**src/rtl/pd_tx_pkg.sv**
```systemverilog
package pd_tx_pkg;

   typedef enum logic [2:0] {
      ST_IDLE = 3'd0,
      ST_ACK  = 3'd1,
      ST_MSG  = 3'd2,
      ST_WAIT = 3'd3,
      ST_HRST = 3'd4
   } pd_tx_state_e;

   localparam logic [1:0] SRC_ACK  = 2'd0;
   localparam logic [1:0] SRC_MSG  = 2'd1;
   localparam logic [1:0] SRC_HRST = 2'd2;

endpackage

```
**src/rtl/pd_tx_ack_timer.sv**
```systemverilog
module pd_tx_ack_timer #(
   parameter int CYC_PER_US  = 125,
   parameter int ACK_WAIT_US = 1000
) (
   input  logic clk,
   input  logic rst_n,
   input  logic run_i,
   output logic expired_o
);
   localparam int TOTAL = CYC_PER_US * ACK_WAIT_US;
   localparam int CW    = (TOTAL > 1) ? $clog2(TOTAL) : 1;
   localparam logic [CW-1:0] LAST = CW'(TOTAL - 1);

   logic [CW-1:0] cnt_q;

   always_ff @(posedge clk or negedge rst_n) begin
      if (!rst_n)      cnt_q <= '0;
      else if (run_i)  cnt_q <= (cnt_q == LAST) ? cnt_q : cnt_q + 1'b1;
      else             cnt_q <= '0;
   end

   assign expired_o = run_i && (cnt_q == LAST);
endmodule

```
**src/rtl/pd_tx_retry.sv**
```systemverilog
module pd_tx_retry #(
   parameter int RETRY_REV3 = 2,
   parameter int RETRY_REV2 = 3
) (
   input  logic clk,
   input  logic rst_n,
   input  logic load_i,
   input  logic rev3_i,
   input  logic bump_i,
   input  logic clr_i,
   output logic below_o
);
   localparam int MAXR = (RETRY_REV3 > RETRY_REV2) ? RETRY_REV3 : RETRY_REV2;
   localparam int CW   = $clog2(MAXR + 1);

   logic [CW-1:0] cnt_q;
   logic [CW-1:0] lim_q;

   always_ff @(posedge clk or negedge rst_n) begin
      if (!rst_n) begin
         cnt_q <= '0;
         lim_q <= '0;
      end else if (load_i) begin
         cnt_q <= '0;
         lim_q <= rev3_i ? CW'(RETRY_REV3) : CW'(RETRY_REV2);
      end else if (clr_i) begin
         cnt_q <= '0;
      end else if (bump_i) begin
         cnt_q <= cnt_q + 1'b1;
      end
   end

   assign below_o = cnt_q < lim_q;
endmodule

```
**src/rtl/pd_tx_arbiter.sv**
```systemverilog
module pd_tx_arbiter
   import pd_tx_pkg::*;
#(
   parameter int CYC_PER_US  = 125,
   parameter int ACK_WAIT_US = 1000,
   parameter int RETRY_REV3  = 2,
   parameter int RETRY_REV2  = 3,
   parameter int ID_W        = 3
) (
   input  logic            clk,
   input  logic            rst_n,
   input  logic            ack_req_i,
   input  logic            msg_req_i,
   input  logic            hr_req_i,
   input  logic            msg_rev3_i,
   input  logic [ID_W-1:0] msg_id_i,
   input  logic            rx_busy_i,
   input  logic            rx_msg_i,
   input  logic            rx_ack_i,
   input  logic [ID_W-1:0] rx_ack_id_i,
   input  logic            phy_ok_i,
   input  logic            phy_fail_i,
   input  logic            phy_disc_i,
   input  logic            hr_done_i,
   input  logic            hr_fail_i,
   output logic            start_o,
   output logic [1:0]      start_src_o,
   output logic            ok_o,
   output logic            fail_o,
   output logic            disc_o
);

   // elaboration-time parameter checks
   if (CYC_PER_US < 1) begin : g_bad_cyc
      initial $fatal(1, "CYC_PER_US must be at least 1");
   end
   if (ACK_WAIT_US < 1) begin : g_bad_wait
      initial $fatal(1, "ACK_WAIT_US must be at least 1");
   end
   if (RETRY_REV3 < 1 || RETRY_REV2 < 1) begin : g_bad_retry
      initial $fatal(1, "retry limits must be at least 1");
   end
   if (ID_W < 1) begin : g_bad_id
      initial $fatal(1, "ID_W must be at least 1");
   end

   pd_tx_state_e    state_q, st_n;
   logic            ack_pend_q, msg_pend_q, rx_flag_q;
   logic [ID_W-1:0] id_q;
   logic            start_n, ok_n, fail_n, disc_n;
   logic [1:0]      src_n;
   logic            ack_clr, msg_clr, rx_clr, all_clr, id_load;
   logic            rt_load, rt_bump, rt_clr, below;
   logic            expired;
   logic            rx_evt, phy_any;

   pd_tx_ack_timer #(
      .CYC_PER_US  (CYC_PER_US),
      .ACK_WAIT_US (ACK_WAIT_US)
   ) i_timer (
      .clk       (clk),
      .rst_n     (rst_n),
      .run_i     (state_q == ST_WAIT),
      .expired_o (expired)
   );

   pd_tx_retry #(
      .RETRY_REV3 (RETRY_REV3),
      .RETRY_REV2 (RETRY_REV2)
   ) i_retry (
      .clk     (clk),
      .rst_n   (rst_n),
      .load_i  (rt_load),
      .rev3_i  (msg_rev3_i),
      .bump_i  (rt_bump),
      .clr_i   (rt_clr),
      .below_o (below)
   );

   assign rx_evt  = rx_flag_q | rx_msg_i;
   assign phy_any = phy_ok_i | phy_fail_i | phy_disc_i;

   always_comb begin
      st_n    = state_q;
      start_n = 1'b0;
      src_n   = start_src_o;
      ok_n    = 1'b0;
      fail_n  = 1'b0;
      disc_n  = 1'b0;
      ack_clr = 1'b0;
      msg_clr = 1'b0;
      rx_clr  = 1'b0;
      all_clr = 1'b0;
      id_load = 1'b0;
      rt_load = 1'b0;
      rt_bump = 1'b0;
      rt_clr  = 1'b0;

      unique case (state_q)
         ST_IDLE: begin
            if (ack_pend_q) begin
               st_n    = ST_ACK;
               ack_clr = 1'b1;
               start_n = 1'b1;
               src_n   = SRC_ACK;
               rt_clr  = 1'b1;
            end else if (msg_pend_q) begin
               if (rx_evt) begin
                  msg_clr = 1'b1;
                  disc_n  = 1'b1;
                  rx_clr  = 1'b1;
               end else if (!rx_busy_i) begin
                  st_n    = ST_MSG;
                  msg_clr = 1'b1;
                  start_n = 1'b1;
                  src_n   = SRC_MSG;
                  rt_load = 1'b1;
                  id_load = 1'b1;
                  rx_clr  = 1'b1;
               end
            end else begin
               rx_clr = 1'b1;
            end
         end
         ST_ACK: begin
            if (phy_any) st_n = ST_IDLE;
         end
         ST_MSG: begin
            if (phy_ok_i) begin
               st_n = ST_WAIT;
            end else if (phy_fail_i || phy_disc_i) begin
               if (below) begin
                  if (rx_evt) begin
                     st_n   = ST_IDLE;
                     disc_n = 1'b1;
                     rx_clr = 1'b1;
                  end else begin
                     start_n = 1'b1;
                     src_n   = SRC_MSG;
                     rt_bump = 1'b1;
                  end
               end else begin
                  st_n   = ST_IDLE;
                  fail_n = phy_fail_i;
                  disc_n = !phy_fail_i;
               end
            end
         end
         ST_WAIT: begin
            if (rx_ack_i && (rx_ack_id_i == id_q)) begin
               st_n = ST_IDLE;
               ok_n = 1'b1;
            end else if (expired) begin
               if (below) begin
                  st_n    = ST_MSG;
                  start_n = 1'b1;
                  src_n   = SRC_MSG;
                  rt_bump = 1'b1;
               end else begin
                  st_n   = ST_IDLE;
                  fail_n = 1'b1;
               end
            end else if (rx_evt) begin
               st_n   = ST_IDLE;
               disc_n = 1'b1;
               rx_clr = 1'b1;
            end
         end
         ST_HRST: begin
            if (hr_done_i || hr_fail_i) begin
               st_n    = ST_IDLE;
               all_clr = 1'b1;
               rt_clr  = 1'b1;
            end
         end
         default: st_n = ST_IDLE;
      endcase

      // hard reset overrides every decision above
      if (hr_req_i) begin
         st_n    = ST_HRST;
         start_n = 1'b1;
         src_n   = SRC_HRST;
         ok_n    = 1'b0;
         fail_n  = 1'b0;
         disc_n  = 1'b0;
         ack_clr = 1'b0;
         msg_clr = 1'b1;
         all_clr = 1'b0;
         id_load = 1'b0;
         rt_load = 1'b0;
         rt_bump = 1'b0;
      end
   end

   always_ff @(posedge clk or negedge rst_n) begin
      if (!rst_n) begin
         state_q     <= ST_IDLE;
         ack_pend_q  <= 1'b0;
         msg_pend_q  <= 1'b0;
         rx_flag_q   <= 1'b0;
         id_q        <= '0;
         start_o     <= 1'b0;
         start_src_o <= SRC_ACK;
         ok_o        <= 1'b0;
         fail_o      <= 1'b0;
         disc_o      <= 1'b0;
      end else begin
         state_q     <= st_n;
         ack_pend_q  <= all_clr ? 1'b0 : (ack_req_i | (ack_pend_q & ~ack_clr));
         msg_pend_q  <= (all_clr | hr_req_i) ? 1'b0
                                             : (msg_req_i | (msg_pend_q & ~msg_clr));
         rx_flag_q   <= all_clr ? 1'b0 : (rx_evt & ~rx_clr);
         if (id_load) id_q <= msg_id_i;
         start_o     <= start_n;
         start_src_o <= src_n;
         ok_o        <= ok_n;
         fail_o      <= fail_n;
         disc_o      <= disc_n;
      end
   end

endmodule

```
**config.mk**
```make
export PLATFORM = sky130hd
export DESIGN_NAME = pd_tx_arbiter
export DESIGN_NICKNAME = d
export VERILOG_FILES = /design/src/rtl/pd_tx_pkg.sv /design/src/rtl/pd_tx_ack_timer.sv /design/src/rtl/pd_tx_retry.sv /design/src/rtl/pd_tx_arbiter.sv
export SDC_FILE = /design/constraint.sdc
export NUM_CORES = 1
export LEC_CHECK = 0
export ABC_CLOCK_PERIOD_IN_PS = 3400
export BUFFER_PORTS_ARGS = -buffer_cell sky130_fd_sc_hd__buf_2
export CAP_MARGIN = 20
export CORE_MARGIN = 4
export CORE_UTILIZATION = 43
export CTS_CLUSTER_DIAMETER = 150
export CTS_CLUSTER_SIZE = 25
export DETAILED_ROUTE_END_ITERATION = 8
export PLACE_DENSITY = 0.68
export SLEW_MARGIN = 30
export SYNTH_ARGS = -nofsm -noshare
export SYNTH_HDL_FRONTEND = slang
export SYNTH_SLANG_ARGS = --single-unit
export TNS_END_PERCENT = 50
```
**constraint.sdc**
```tcl
create_clock -name clk -period 3.4 [get_ports clk]
set_clock_uncertainty 0.05 [all_clocks]
set_input_delay 0.17 -clock clk [delete_from_list [all_inputs] [get_ports clk]]
set_output_delay 0.17 -clock clk [all_outputs]
set_load 0.01 [all_outputs]
```
== Word-level counts from Yosys, hierarchy flattened ==
Index checks and enable logic that the tools add are counted.
Word-level totals
  register bits: 36
  output and inout port bits: 6
Cells by class
  add/subtract/negate cells: 2
  order comparisons: 1
  equality and inequality tests: 20
  multiplexer cells: 94
  bitwise logic cells: 12
  reduce and logical (&&, ||, !) cells: 10
Operators with widths (number)
  two-way mux 1 bit: 55
  two-way mux 3 bit: 13
  two-way mux 17 bit: 2
  two-way mux 2 bit: 16
  inequality test 3 bit (second input constant): 9
  adder 17 x 1 -> 17 bit (second input constant): 1
  equality test 17 bit (second input constant): 1
  inequality test 4 bit (second input constant): 4
  one-hot mux 3 bit (5 select lines): 1
  AND reduction 11 bit: 1
  one-hot mux 1 bit (3 select lines): 3
  equality test 3 x 2 -> 1 bit (second input constant): 2
  bitwise OR 1 bit: 6
  one-hot mux 1 bit (2 select lines): 3
  one-hot mux 2 bit (3 select lines): 1
  AND reduction 6 bit: 1
  nonzero test 4 bit: 1
  bitwise AND 1 bit: 3
  equality test 3 x 1 -> 1 bit (second input constant): 1
  equality test 3 bit: 1
  equality test 3 bit (second input constant): 1
  zero test 3 bit: 1
  inverter 1 bit: 3
  nonzero test 3 bit: 1
  6 further kinds: 8

== Depth between registers and ports, before layout ==
  depth after elaboration: 10
  mapped depth: 7
  gate-level depth less buffers: 6

== By module ==
Synthesis repeated with hierarchy kept, for this count alone.
Unflattened totals
  cells, all modules: 210
  area, all modules: 2073.2 um^2
Modules (own cells, without submodules)
  pd_tx_arbiter: instances 1, cells each 100, area an instance 969.7 um^2, seq. area each 375.4 um^2
  pd_tx_ack_timer: instances 1, cells each 94, area an instance 917.1 um^2, seq. area each 425.4 um^2
  pd_tx_retry: instances 1, cells each 16, area an instance 186.4 um^2, seq. area each 100.1 um^2

== Worst setup path before layout ==
Ideal clock, no wire load.
  path kind: register to register
  start point: reg i_timer.cnt_q[0]
  end point: reg start_src_o[0]
  library setup time: 0.125 ns
  arrival: 1.777 ns
  slack: 1.448 ns
  stages on the path, launching flop included: 7
  clock period less this slack: 1.952 ns
  path through: dfrtp_1 ha_1 and4_1 nand4_1 o22ai_1 a211oi_1 mux2_2
Between the ends
  longest elaborated chain between the ends: 4
RTL lines
  from (decl): RTL line pd_tx_ack_timer.sv:14  | logic [CW-1:0] cnt_q;
  from (signal assigned): RTL line pd_tx_ack_timer.sv:18  | else if (run_i) cnt_q <= (cnt_q == LAST) ? cnt_q : cnt_q + 1'b1;
  equality test 17 bit: RTL line pd_tx_ack_timer.sv:22  | assign expired_o = run_i && (cnt_q == LAST);
  logical AND 1 bit: RTL line pd_tx_ack_timer.sv:22
  inequality test 3 bit (no source line)
  AND reduction 11 bit (no source line)
  to (signal assigned): RTL line pd_tx_arbiter.sv:216  | start_src_o <= src_n;
  to (decl): RTL line pd_tx_arbiter.sv:27  | output logic [1:0] start_src_o,
No other way between the ends.
A chain may end at the register's enable or synchronous reset.

== Worst setup path after layout ==
  start point: reg state_q[1]
  end point: reg start_src_o[0]
Between the ends
  longest elaborated chain between the ends: 4
  elaborated cells between the ends (all ways): 18
RTL lines
  from (decl): RTL line pd_tx_arbiter.sv:47  | pd_tx_state_e state_q, st_n;
  from (signal assigned): RTL line pd_tx_arbiter.sv:209  | state_q <= st_n;
  equality test 3 x 2 -> 1 bit: RTL line pd_tx_arbiter.sv:63, pd_tx_arbiter.sv:99
  logical AND 1 bit: RTL line pd_tx_ack_timer.sv:22
  inequality test 3 bit (no source line)
  AND reduction 11 bit (no source line)
Several ways; a longest one is shown, not always the timed one.

==> impl_metrics.ini <==
[outcome]
status = finished, final reports clean

[pwr]
comb_power_share = 0.076
powerDensity_mw_per_mm2 = 457
p_leak_nw = 1.02
power_mw = 1.06
peakVddDrop_v = 0.000359
switching_share = 0.209
pwr-share-clk = 0.496
power.switching_uw = 223
p_int_uw = 842
pwr-share-seq = 0.428

[synth]
synth-seq-cells = 36
synth.area.top_cells = dfrtp_1 (45%), nor2_1 (5.0%), xnor2_1 (4.3%)
syn_nets = 234
synth_edf_count = 0
yosysUniqueCellTypes = 51
yosysWarnings = 0
ys_top_cells_by_count = dfrtp_1 (36), nor2_1 (27), nand2_1 (22)
postSynth.asyncResetShare = 1.00
ys.flop_type = dfrtp_1
synth_area_mm2 = 0.00202
yosysSeqAreaShare = 0.446
avgSynthCellArea_um2 = 9.52
yosys.area.top_type_share = 0.446
synth_area_leader_cell = dfrtp_1
syn_inst = 212
synth.most_common_cell = dfrtp_1

[clocking]
max-clock-path-buffers = 2
cts_tree = yes
htreeDepth = 2
cts-root-buf = clkbuf_8
cts_sinks = 36
cts_setup_buffers = 0
clk_latency_ps = 300
numCtsBuffers = 5
clk_pin_slew_worst_paths_ps = 70

[floorplan]
start_util = 0.454
die_y_um = 76.5
num_rows = 24
fp.dieW_um = 76.5
dieArea_mm2 = 0.00585
core_area_mm2 = 0.00444
ioPinCount = 26

[route]
drt_iter0_markers = 88
drtAntennaViolNets = 0
firstDrtPassIters = 4
post-route-drc-count = 0
vias_per_cell = 5.58
drt_wl_total_um = 4340
routedWlPerCell_um = 14.9
vias = 1629

[placed_design]
portBuffers = 25
place_area_mm2 = 0.00216
place_congestion = 0.828
dp_hpwl_um = 3130

[setup_path]
worstPathMaxFanout = 19
crit_start = state_q[1]$_DFFE_PN0P_
end_kind = register
start_kind = register
arrival_ps = 2390
worstPathRequired_ps = 3540
reg2reg_slack_ps = 1150
critical_path_class = register to register
worstReg2RegEnd = start_src_o[0]$_DFFE_PN0P_
critPathCapture = start_src_o[0]$_DFFE_PN0P_
r2r-start = state_q[1]$_DFFE_PN0P_
worst_r2r_path_depth = 5

[finish]
finalNetCount = 261
finalInstanceArea_mm2 = 0.00233
insertedDiodeCount = 0
fillers = 409
drive_gt1_frac = 0.183
area_growth_pct = 15.4

[sta]
fin_tns_setup_ps = 0
setup_viol = 0
tightest_slew_ps = 796
grt_setup_unrepaired = false
min_period_ps = 2250
fin_crit_sh = 0.662
slew_headroom = 0.469
slew_violations = 0
fmax_mhz = 444
final_hold_viol_count = 0

[run]
maxCapViolCount = 0

[grt]
grt_max_degree = 37
antenna_found_initial = 0
grt_overflow = 0
grt_pass1_vias = 1578
grt_use_total = 0.159
grt_pass1_wl_um = 7480

[worst_hold_path]
worstHoldPathType = primary input to register
==> logic make-up (layout without fill, tap and decap cells) <==
family | Yosys count | after routing | share of synthesized area
adders and majority gates | 2 | 2 | 0.0124
DFF | 36 | 36 | 0.446
and+or+nand+nor | 103 | 103 | 0.294
xor gates and xnor gates | 17 | 17 | 0.0738
buffers and inverters | 13 | 41 | 0.0372
AOI/OAI and AO/OA | 39 | 39 | 0.126
muxes | 2 | 2 | 0.0105
==> sequential cells by signal, summed over array words and instances, names as in the netlist <==
register	count
ack_pend_q	1
disc_o	1
fail_o	1
i_retry.cnt_q	2
i_retry.lim_q	2
i_timer.cnt_q	17
id_q	3
msg_pend_q	1
ok_o	1
rx_flag_q	1
start_o	1
start_src_o	2
state_q	3
==> worst min path at each step <==
stage	slack [ps]	to	start	cells past startpoint
6_report	3	i_retry.lim_q[0]$_DFFE_PN0P_	msg_rev3_i	2
3_3_place_gp	240	i_timer.cnt_q[10]$_DFFE_PN0P_	rst_n	1
2_1_floorplan	-180	ack_pend_q$_DFF_PN0_	rst_n	0
5_1_grt	4	i_retry.lim_q[0]$_DFFE_PN0P_	msg_rev3_i	2
3_5_place_dp	250	i_timer.cnt_q[10]$_DFFE_PN0P_	rst_n	1
4_1_cts	2	i_retry.lim_q[0]$_DFFE_PN0P_	msg_rev3_i	2
==> metrics by stage <==
step           std cells  setup slack, ps  hold slack [ps]   util
5_1_grt              292              970             3.96  0.524
3_3_place_gp         283             1210              245  0.486
4_1_cts              292             1160             2.00  0.524
2_1_floorplan        212             1450             -176      -
3_5_place_dp         283             1160              252  0.486
6_report             292             1150             3.26  0.524
==> cell usage in the layout (no fill, tap or decap), types with 3 or more instances in the layout <==
cell / count
a21oi_1: 11
and3_1: 5
buf_2: 25
bufinv_16: 3
clkbuf_8: 5
dfrtp_1: 36
inv_1: 7
nand2_1: 22
nand2b_1: 3
nand3_1: 8
nand4_1: 3
nand4b_1: 3
nor2_1: 27
nor3_1: 9
nor4_1: 3
nor4b_1: 4
o21ai_0: 9
or4_1: 3
xnor2_1: 10
xor2_1: 7
==> cell type report <==
class,count,area [µm²],area share
clock buffer,5,68.8,0.0296
sequential,36,901,0.387
clock inverter,3,90.1,0.0387
tap,52,65.1,0.0279
inverter,7,26.3,0.0113
timing repair buffer,26,135,0.0580
multi-input combinational,163,1040,0.448
==> metal layers <==
metal	vias to the layer above	wire length [µm]	GRT usage
met2	27	2100	0.257
met5	-	0	0
met4	0	94	0.0743
li1	811	-	-
met1	782	1980	0.201
met3	9	173	0.0366
==> power by group through the flow <==
stage	clock, mW	sequential, mW	combinational, mW
detailed placement	0	0.463	0.0811
floorplan	0	0.460	0.0503
global route	0.556	0.457	0.0923
finish	0.528	0.455	0.0809
CTS	0.535	0.455	0.0822
global placement	0	0.463	0.0814
==> worst max-delay path: stages, from the launching register on <==
cell      delay, ps
dfrtp_1         570
nand3b_4        290
a41o_1          230
o22ai_1         140
a211oi_1        460
mux2_2          390
==> what timing repair did <==
item                      CTS  global route
hold endpoints to repair   36             0
hold buffers                1             0
gates resized for setup     0             0
Power figures use the tool's default switching activity.
